**src/rtl/ipmi_disp_pkg.sv**
```systemverilog
// Shared constants and state type for the IPMI request dispatcher.
// Assumes byte-wide buffers; network function and completion codes are
// fixed by the message protocol.
package ipmi_disp_pkg;
    localparam logic [7:0] NETFN_APP      = 8'h06;
    localparam logic [7:0] REQ_NETFN_BYTE = 8'(NETFN_APP << 2);
    localparam logic [7:0] RSP_NETFN_BYTE = 8'((NETFN_APP + 8'd1) << 2);
    localparam logic [7:0] CMD_GET_CAPS   = 8'h57;
    localparam logic [7:0] CC_TRUNCATED   = 8'hC6;
    localparam logic [7:0] CC_BAD_LENGTH  = 8'hC7;
    localparam logic [7:0] CC_BAD_FIELD   = 8'hCC;
    localparam logic [7:0] CAP_MULTIPART  = 8'h80;
    localparam logic [7:0] CC_POS         = 8'd2;

    typedef enum logic [2:0] {
        ST_IDLE,
        ST_HDR,
        ST_DECIDE,
        ST_LOCAL,
        ST_WAIT,
        ST_FIX
    } disp_state_t;
endpackage

```
**src/rtl/ipmi_local_caps.sv**
```systemverilog
// Local capability reply generator.
// Given request byte 2 and the request length, returns the length of the
// locally generated reply (3 on error, 7 otherwise) and the byte at index
// idx. Purely combinational; assumes the caller has already matched the
// network function and command bytes.
module ipmi_local_caps
    import ipmi_disp_pkg::*;
#(
    parameter int MAX_MSG = 255,
    parameter int LEN_W   = 8
) (
    input  logic [7:0]       hdr2,
    input  logic [LEN_W-1:0] req_len,
    input  logic [2:0]       idx,
    output logic [2:0]       rep_len,
    output logic [7:0]       rep_byte
);
    logic too_short;
    logic bad_field;

    // Classify the request and pick the reply length.
    always_comb begin
        too_short = req_len < LEN_W'(3);
        bad_field = !too_short && (hdr2[3:0] != 4'h0);
        rep_len   = (too_short || bad_field) ? 3'd3 : 3'd7;
    end

    // Select the reply byte at position idx.
    always_comb begin
        unique case (idx)
            3'd0:    rep_byte = RSP_NETFN_BYTE;
            3'd1:    rep_byte = CMD_GET_CAPS;
            3'd2:    rep_byte = too_short ? CC_BAD_LENGTH :
                                bad_field ? CC_BAD_FIELD  : 8'h00;
            3'd3:    rep_byte = 8'h00;
            3'd4:    rep_byte = CAP_MULTIPART;
            3'd5:    rep_byte = 8'(MAX_MSG);
            3'd6:    rep_byte = 8'(MAX_MSG);
            default: rep_byte = 8'h00;
        endcase
    end
endmodule

```
**src/rtl/ipmi_rsp_capture.sv**
```systemverilog
// Controller reply capture.
// Tracks reply frames on a byte stream, accepts a frame only when its
// first-beat tag equals the waiting tag and the dispatcher is waiting,
// and writes accepted bytes to consecutive buffer addresses until the
// buffer is full. Signals completion on the last beat with the full count.
// Assumes every frame ends with a beat carrying rsp_last.
module ipmi_rsp_capture #(
    parameter int MAX_MSG = 255,
    parameter int TAG_W   = 8,
    parameter int LEN_W   = 8,
    parameter int CNT_W   = 9
) (
    input  logic             clk,
    input  logic             rst_n,
    input  logic             wait_en,
    input  logic [TAG_W-1:0] wait_tag,
    input  logic             rsp_valid,
    input  logic             rsp_last,
    input  logic [TAG_W-1:0] rsp_tag,
    input  logic [7:0]       rsp_data,
    output logic             wr_en,
    output logic [LEN_W-1:0] wr_addr,
    output logic [7:0]       wr_data,
    output logic             done,
    output logic [CNT_W-1:0] total
);
    logic             in_frame;
    logic             acc_q;
    logic [CNT_W-1:0] cnt;
    logic             acc_cur;

    // Decide whether the current beat belongs to an accepted frame.
    always_comb begin
        acc_cur = (in_frame ? acc_q : (rsp_tag == wait_tag)) && wait_en;
        wr_en   = rsp_valid && acc_cur && (cnt < CNT_W'(MAX_MSG));
        wr_addr = cnt[LEN_W-1:0];
        wr_data = rsp_data;
        done    = rsp_valid && rsp_last && acc_cur;
        total   = cnt + CNT_W'(1);
    end

    // Frame tracker and saturating byte counter.
    always_ff @(posedge clk) begin
        if (!rst_n) begin
            in_frame <= 1'b0;
            acc_q    <= 1'b0;
            cnt      <= '0;
        end else if (rsp_valid) begin
            if (rsp_last) begin
                in_frame <= 1'b0;
                acc_q    <= 1'b0;
                cnt      <= '0;
            end else begin
                in_frame <= 1'b1;
                acc_q    <= acc_cur;
                if (cnt <= CNT_W'(MAX_MSG)) cnt <= cnt + CNT_W'(1);
            end
        end
    end

    // Writes only happen while the dispatcher waits for a reply.
    p_wr_needs_wait_r6: assert property (@(posedge clk) disable iff (!rst_n)
        wr_en |-> wait_en);
    // Buffer addresses stay inside the outgoing buffer.
    p_addr_in_range_r8: assert property (@(posedge clk) disable iff (!rst_n)
        wr_en |-> (wr_addr < LEN_W'(MAX_MSG)));
endmodule

```
**src/rtl/ipmi_req_dispatch.sv**
```systemverilog
// IPMI request dispatcher, top level.
// Reads the first three bytes of an assembled request, answers the
// interface-capabilities query locally, forwards everything else to the
// management controller with a tag, and captures the tagged reply into the
// outgoing buffer (truncating over-long replies). Assumes the request
// buffer has one-cycle read latency and stays stable until the reply is in.
module ipmi_req_dispatch
    import ipmi_disp_pkg::*;
#(
    parameter int MAX_MSG = 255,
    parameter int TAG_W   = 8,
    parameter int LEN_W   = $clog2(MAX_MSG + 1)
) (
    input  logic             clk,
    input  logic             rst_n,
    input  logic             req_start,
    input  logic [LEN_W-1:0] req_len,
    output logic [LEN_W-1:0] req_raddr,
    input  logic [7:0]       req_rdata,
    output logic             ctl_req_valid,
    output logic [TAG_W-1:0] ctl_req_tag,
    output logic [LEN_W-1:0] ctl_req_len,
    input  logic             ctl_rsp_valid,
    input  logic             ctl_rsp_last,
    input  logic [TAG_W-1:0] ctl_rsp_tag,
    input  logic [7:0]       ctl_rsp_data,
    output logic             rsp_wr_en,
    output logic [LEN_W-1:0] rsp_wr_addr,
    output logic [7:0]       rsp_wr_data,
    output logic             out_valid,
    output logic [LEN_W-1:0] out_len,
    output logic             out_rewind
);
    localparam int CNT_W = LEN_W + 1;

    disp_state_t      state;
    logic [1:0]       hdr_cnt;
    logic [7:0]       hdr0, hdr1, hdr2;
    logic [LEN_W-1:0] len_q;
    logic [2:0]       widx;
    logic [TAG_W-1:0] wait_tag;
    logic             start_ok;
    logic             is_local;
    logic             wait_en;

    logic [2:0]       loc_len;
    logic [7:0]       loc_byte;
    logic             cap_wr_en;
    logic [LEN_W-1:0] cap_addr;
    logic [7:0]       cap_data;
    logic             cap_done;
    logic [CNT_W-1:0] cap_total;

    // Request acceptance and classification.
    always_comb begin
        start_ok  = req_start && ((state == ST_IDLE) || (state == ST_WAIT));
        wait_en   = (state == ST_WAIT) && !req_start;
        is_local  = (hdr0 == REQ_NETFN_BYTE) && (hdr1 == CMD_GET_CAPS);
        req_raddr = LEN_W'(hdr_cnt);
    end

    ipmi_local_caps #(.MAX_MSG(MAX_MSG), .LEN_W(LEN_W)) u_caps (
        .hdr2     (hdr2),
        .req_len  (len_q),
        .idx      (widx),
        .rep_len  (loc_len),
        .rep_byte (loc_byte)
    );

    ipmi_rsp_capture #(.MAX_MSG(MAX_MSG), .TAG_W(TAG_W), .LEN_W(LEN_W),
                       .CNT_W(CNT_W)) u_cap (
        .clk       (clk),
        .rst_n     (rst_n),
        .wait_en   (wait_en),
        .wait_tag  (wait_tag),
        .rsp_valid (ctl_rsp_valid),
        .rsp_last  (ctl_rsp_last),
        .rsp_tag   (ctl_rsp_tag),
        .rsp_data  (ctl_rsp_data),
        .wr_en     (cap_wr_en),
        .wr_addr   (cap_addr),
        .wr_data   (cap_data),
        .done      (cap_done),
        .total     (cap_total)
    );

    // Outgoing buffer write mux: local reply, truncation fix-up, or capture.
    always_comb begin
        if (state == ST_LOCAL) begin
            rsp_wr_en   = 1'b1;
            rsp_wr_addr = LEN_W'(widx);
            rsp_wr_data = loc_byte;
        end else if (state == ST_FIX) begin
            rsp_wr_en   = 1'b1;
            rsp_wr_addr = LEN_W'(CC_POS);
            rsp_wr_data = CC_TRUNCATED;
        end else begin
            rsp_wr_en   = cap_wr_en;
            rsp_wr_addr = cap_addr;
            rsp_wr_data = cap_data;
        end
    end

    // Main sequencer: header read, dispatch, local reply, reply completion.
    always_ff @(posedge clk) begin
        if (!rst_n) begin
            state         <= ST_IDLE;
            hdr_cnt       <= '0;
            hdr0          <= '0;
            hdr1          <= '0;
            hdr2          <= '0;
            len_q         <= '0;
            widx          <= '0;
            wait_tag      <= '0;
            ctl_req_valid <= 1'b0;
            ctl_req_tag   <= '0;
            ctl_req_len   <= '0;
            out_valid     <= 1'b0;
            out_len       <= '0;
            out_rewind    <= 1'b0;
        end else begin
            out_rewind    <= 1'b0;
            ctl_req_valid <= 1'b0;
            if (start_ok) begin
                state      <= ST_HDR;
                hdr_cnt    <= '0;
                len_q      <= req_len;
                out_valid  <= 1'b0;
                out_rewind <= 1'b1;
            end else begin
                unique case (state)
                    ST_HDR: begin
                        hdr_cnt <= hdr_cnt + 2'd1;
                        if (hdr_cnt == 2'd1) hdr0 <= req_rdata;
                        if (hdr_cnt == 2'd2) hdr1 <= req_rdata;
                        if (hdr_cnt == 2'd3) begin
                            hdr2  <= req_rdata;
                            state <= ST_DECIDE;
                        end
                    end
                    ST_DECIDE: begin
                        if (is_local) begin
                            widx  <= '0;
                            state <= ST_LOCAL;
                        end else begin
                            ctl_req_valid <= 1'b1;
                            ctl_req_tag   <= wait_tag;
                            ctl_req_len   <= len_q;
                            state         <= ST_WAIT;
                        end
                    end
                    ST_LOCAL: begin
                        widx <= widx + 3'd1;
                        if (widx == loc_len - 3'd1) begin
                            out_valid  <= 1'b1;
                            out_len    <= LEN_W'(loc_len);
                            out_rewind <= 1'b1;
                            state      <= ST_IDLE;
                        end
                    end
                    ST_WAIT: begin
                        if (cap_done) begin
                            wait_tag <= wait_tag + TAG_W'(1);
                            if (cap_total > CNT_W'(MAX_MSG)) begin
                                state <= ST_FIX;
                            end else begin
                                out_valid  <= 1'b1;
                                out_len    <= cap_total[LEN_W-1:0];
                                out_rewind <= 1'b1;
                                state      <= ST_IDLE;
                            end
                        end
                    end
                    ST_FIX: begin
                        out_valid  <= 1'b1;
                        out_len    <= LEN_W'(MAX_MSG);
                        out_rewind <= 1'b1;
                        state      <= ST_IDLE;
                    end
                    default: state <= ST_IDLE;
                endcase
            end
        end
    end

    // A local answer never raises a controller request.
    p_local_no_fwd_r1: assert property (@(posedge clk) disable iff (!rst_n)
        (state == ST_LOCAL) |-> !ctl_req_valid);
    // A forwarded request is a single-cycle pulse.
    p_fwd_single_r5: assert property (@(posedge clk) disable iff (!rst_n)
        ctl_req_valid |=> !ctl_req_valid);
    // Unsolicited replies while idle write nothing.
    p_idle_drop_r6: assert property (@(posedge clk) disable iff (!rst_n)
        ((state == ST_IDLE) && ctl_rsp_valid) |-> !rsp_wr_en);
    // Accepting a reply advances the waiting tag by one.
    p_tag_step_r7: assert property (@(posedge clk) disable iff (!rst_n)
        (wait_en && cap_done) |=> (wait_tag == $past(wait_tag) + TAG_W'(1)));
    // Accepted request drops the valid flag and rewinds the reader.
    p_start_clears_r9: assert property (@(posedge clk) disable iff (!rst_n)
        start_ok |=> (!out_valid && out_rewind));
endmodule

```
**config.mk**
```make
export PLATFORM = sky130hd
export DESIGN_NAME = ipmi_req_dispatch
export DESIGN_NICKNAME = d
export VERILOG_FILES = /design/src/rtl/ipmi_disp_pkg.sv /design/src/rtl/ipmi_local_caps.sv /design/src/rtl/ipmi_rsp_capture.sv /design/src/rtl/ipmi_req_dispatch.sv
export SDC_FILE = /design/constraint.sdc
export NUM_CORES = 1
export LEC_CHECK = 0
export BUFFER_PORTS_ARGS = -buffer_cell sky130_fd_sc_hd__buf_2
export CAP_MARGIN = 20
export CELL_PAD_IN_SITES_DETAIL_PLACEMENT = 1
export CELL_PAD_IN_SITES_GLOBAL_PLACEMENT = 1
export CORE_UTILIZATION = 40
export CTS_CLUSTER_SIZE = 12
export DETAILED_ROUTE_END_ITERATION = 7
export PLACE_DENSITY = 0.92
export SLEW_MARGIN = 20
export SYNTH_ARGS = -nofsm -noshare
export SYNTH_HDL_FRONTEND = slang
export SYNTH_SLANG_ARGS = --single-unit
```
**constraint.sdc**
```tcl
create_clock -name clk -period 3.1 [get_ports clk]
set_input_delay 0.465 -clock clk [delete_from_list [all_inputs] [get_ports clk]]
set_output_delay 0.465 -clock clk [all_outputs]
set_load 0.05 [all_outputs]
```
==> out/qor.csv <==
metric;value;unit
yosys synthesis warning count;0;
DRT antenna net count;0;
Top Metal Used;met4;
Cell Int Power;1630;µW
number of synthesized flops with an enable pin;0;
TritonCTS Buffers;9;
htree depth;3;
Sequential Power Share;49.0;%
Fin. Hold Viols;0;
switching portion of total power;27.5;%
DR DRC count;0;
Relative slew margins;48.1;%
Clock Sink Count;82;
final setup skew;19.5;ps
synthesized area per cell;8.11;µm²
synthesized area;4090;µm²
WL met3;522;µm
Std-Cell Core Area;9820;µm²
Initial Util;41.6;%
hold slack final;351;ps
P_leak;0.00208;µW
GRT Util Overall;22.6;%
Yosys cell types;62;
Setup violations, final;0;
P_sw;617;µW
synthesized flop and latch total;82;
hold path depth;3;
first-pass GRT wire length;18500;µm
beginning of the worst hold path;req_len[4];
worst slew pin tran;773;ps
crit-path cells;nor2b_1 -> buf_4 -> nor4bb_1 -> o21ai_1 -> o211ai_1 -> buf_2;
Die Y;103;µm
slowest stage cell, crit path;dfxtp_1;
num rows;36;
via count;3804;
Clock Path Buffers;2;
Critical Path Fanout Max;17;
max capacitance violation total;0;
total wire length;11600;µm
final worst path period share;91.1;%
Critical Path AT;2360;ps
RSZ-0062 raised after global routing;no;
Tmin final;2820;ps
CTS tree;done;
met1 WL;5240;µm
antenna cells;0;
reg2reg setup slack;530;ps
Seq/Total Area, Yosys;40.2;%
Clock Latency Late Sink;360;ps
cell count of the worst reg-to-reg path;8;
Worst-path clk slew;80;ps
Synth async-reset ratio;0;%
cells after synthesis;504;
Comb power frac;13.3;%
VDD IR max;0.000206;V
Worst Path Required;2630;ps
Setup TNS;0;ps
die area;10600;µm²
reg-to-reg startpoint;u_cap.cnt[0];
# Post-CTS Setup Buffers;0;
Die X;103;µm
wire length per cell;16.3;µm
largest net degree at the start of global routing;41;
startpoint types;register;
share of layout cells above drive strength 1;20.0;%
slowest cell delay on critical path;640;ps
wire length on met2;5610;µm
status;completed;
ys flop type;dfxtp_1;
Worst R2R End;out_len[5];
I/O Buffers;82;
initial antenna violation count;0;
fin. max-slew vios;0;
CP endpoint kind;output pin;
number of global-route vias before repair;3760;
Ports;89;
pwr dens;469;nW/µm²
Final nets;625;
CTS root buf;clkbuf_8;
drt first pass iters;4;
remaining global-route overflow;0;
synthesis-to-finish area growth;17.2;%
gpl congestion;0.822;
CP delay by family, top;flip-flops;
Worst Hold End;len_q[4];
kind of critical path;register to output pin;
Vias/cell;5.34;
FMAX;354;MHz
power share of the clock group;37.7;%
post-DP HPWL;8340;µm
HP Class;primary input to register;
initial DRC count;135;
WP buf/inv;2;
metrics by stage:
step                      area, µm²  utilization, %  power [µW]  cells  setup WS [ps]
after global routing           4790            48.8        2330    713           81.6
after CTS                      4790            48.8        2260    713            200
final                          4790            48.8        2250    713            275
after floorplan                4110               -        1330    509            861
after detailed placement       4580            46.6        1420    699            548
after global placement         4580            46.6        1410    699            641
metal layers:
| layer | vias to the layer above | global-route usage, % |
|---|---|---|
| met1 | 1811 | 27.8 |
| met3 | 20 | 2.98 |
| met5 | - | 0 |
| met2 | 108 | 39.8 |
| li1 | 1865 | - |
| met4 | 0 | 8.78 |
power groups by stage:
stage	sequential, µW	clock, µW	combinational (µW)
4_1_cts	1100	857	298
2_1_floorplan	1130	0	203
5_1_grt	1100	897	324
3_3_place_gp	1120	0	288
6_report	1100	848	299
3_5_place_dp	1120	0	296
state kept, by name, indices dropped and copies added (netlist names):
signal,count
ctl_req_len,8
ctl_req_tag,8
ctl_req_valid,1
hdr0,8
hdr1,8
hdr2,4
hdr_cnt,2
len_q,8
out_len,8
out_rewind,1
out_valid,1
state,3
u_cap.acc_q,1
u_cap.cnt,9
u_cap.in_frame,1
wait_tag,8
widx,3
cells in the mapped netlist, types with 3 or more instances:
master,instances,area (µm²)
buf_2,3,15.0
a21oi_1,48,240
nand3_1,15,75.1
a31oi_1,3,18.8
buf_1,3,11.3
nor2_1,61,229
o21ai_0,8,40.0
inv_2,3,11.3
nor4_1,8,50.1
buf_4,6,45.0
ha_1,11,138
a211oi_1,6,45.0
nand2b_1,5,31.3
clkbuf_1,19,71.3
o2111ai_1,4,35.0
nor2b_1,3,18.8
xnor2_1,12,105
dfxtp_1,82,1640
nand2_1,85,319
inv_1,10,37.5
o21ai_1,12,60.1
xor2_1,9,78.8
and2_1,14,87.6
mux2i_1,23,230
and3_1,4,25.0
a22o_1,3,26.3
nor3_1,4,20.0
placed cells by master (no fill, tap or decap), types with 8 or more instances in the layout:
master	n
xor2_1	9
and2_1	14
ha_1	11
mux2i_1	23
a21oi_1	48
o21ai_1	11
xnor2_1	12
nor2_1	61
dfxtp_1	82
inv_1	10
o21ai_0	8
buf_2	82
nand2_1	85
nand3_1	15
clkbuf_8	10
nor4_1	8
worst max-delay path by stage:
stage                  from             end  slack (ps)  cells past startpoint
5_1_grt            state[1]  rsp_wr_data[6]          80                      6
2_1_floorplan      state[0]  rsp_wr_addr[1]         860                      4
3_5_place_dp   u_cap.cnt[0]      out_len[5]         550                      8
3_3_place_gp       state[1]  rsp_wr_addr[2]         640                      4
6_report           state[1]  rsp_wr_data[6]         280                      6
4_1_cts            state[1]  rsp_wr_addr[2]         200                      4
repair_timing:
| action | CTS | global route |
|---|---|---|
| setup endpoints to repair | 0 | 1 |
| hold buffers | 0 | 0 |
| hold endpoints to repair | 0 | 0 |
| resized for setup | 0 | 1 |
worst min-delay path, stage by stage:
cell and delay (ps):
buf_2 90, nand2_1 50, a21oi_1 50
cells by family (layout without fill, tap and decap cells):
group / count (synthesis) / count (layout) / synth area share [%]
AO/OA/AOI/OAI: 106 / 106 / 16.5
XOR/XNOR: 21 / 21 / 4.50
adder cells (fa/ha/maj): 11 / 11 / 3.37
buffers and inverters: 46 / 117 / 5.05
flip-flops: 82 / 82 / 40.2
multiplexers: 23 / 23 / 5.63
other: 1 / 6 / 0.0918
AND/OR/NAND/NOR: 214 / 214 / 24.7
area by class of cell:
class                           count  area [µm²]
Inverter                           14        52.6
Clock buffer                       11         141
Multi-Input combinational cell    381        2260
Sequential cell                    82        1640
Clock inverter                      3        65.1
Tap cell                          133         166
Fill cell                        1265        5030
Timing Repair Buffer               89         463
Note: power is estimated with default switching activity, not from simulation.
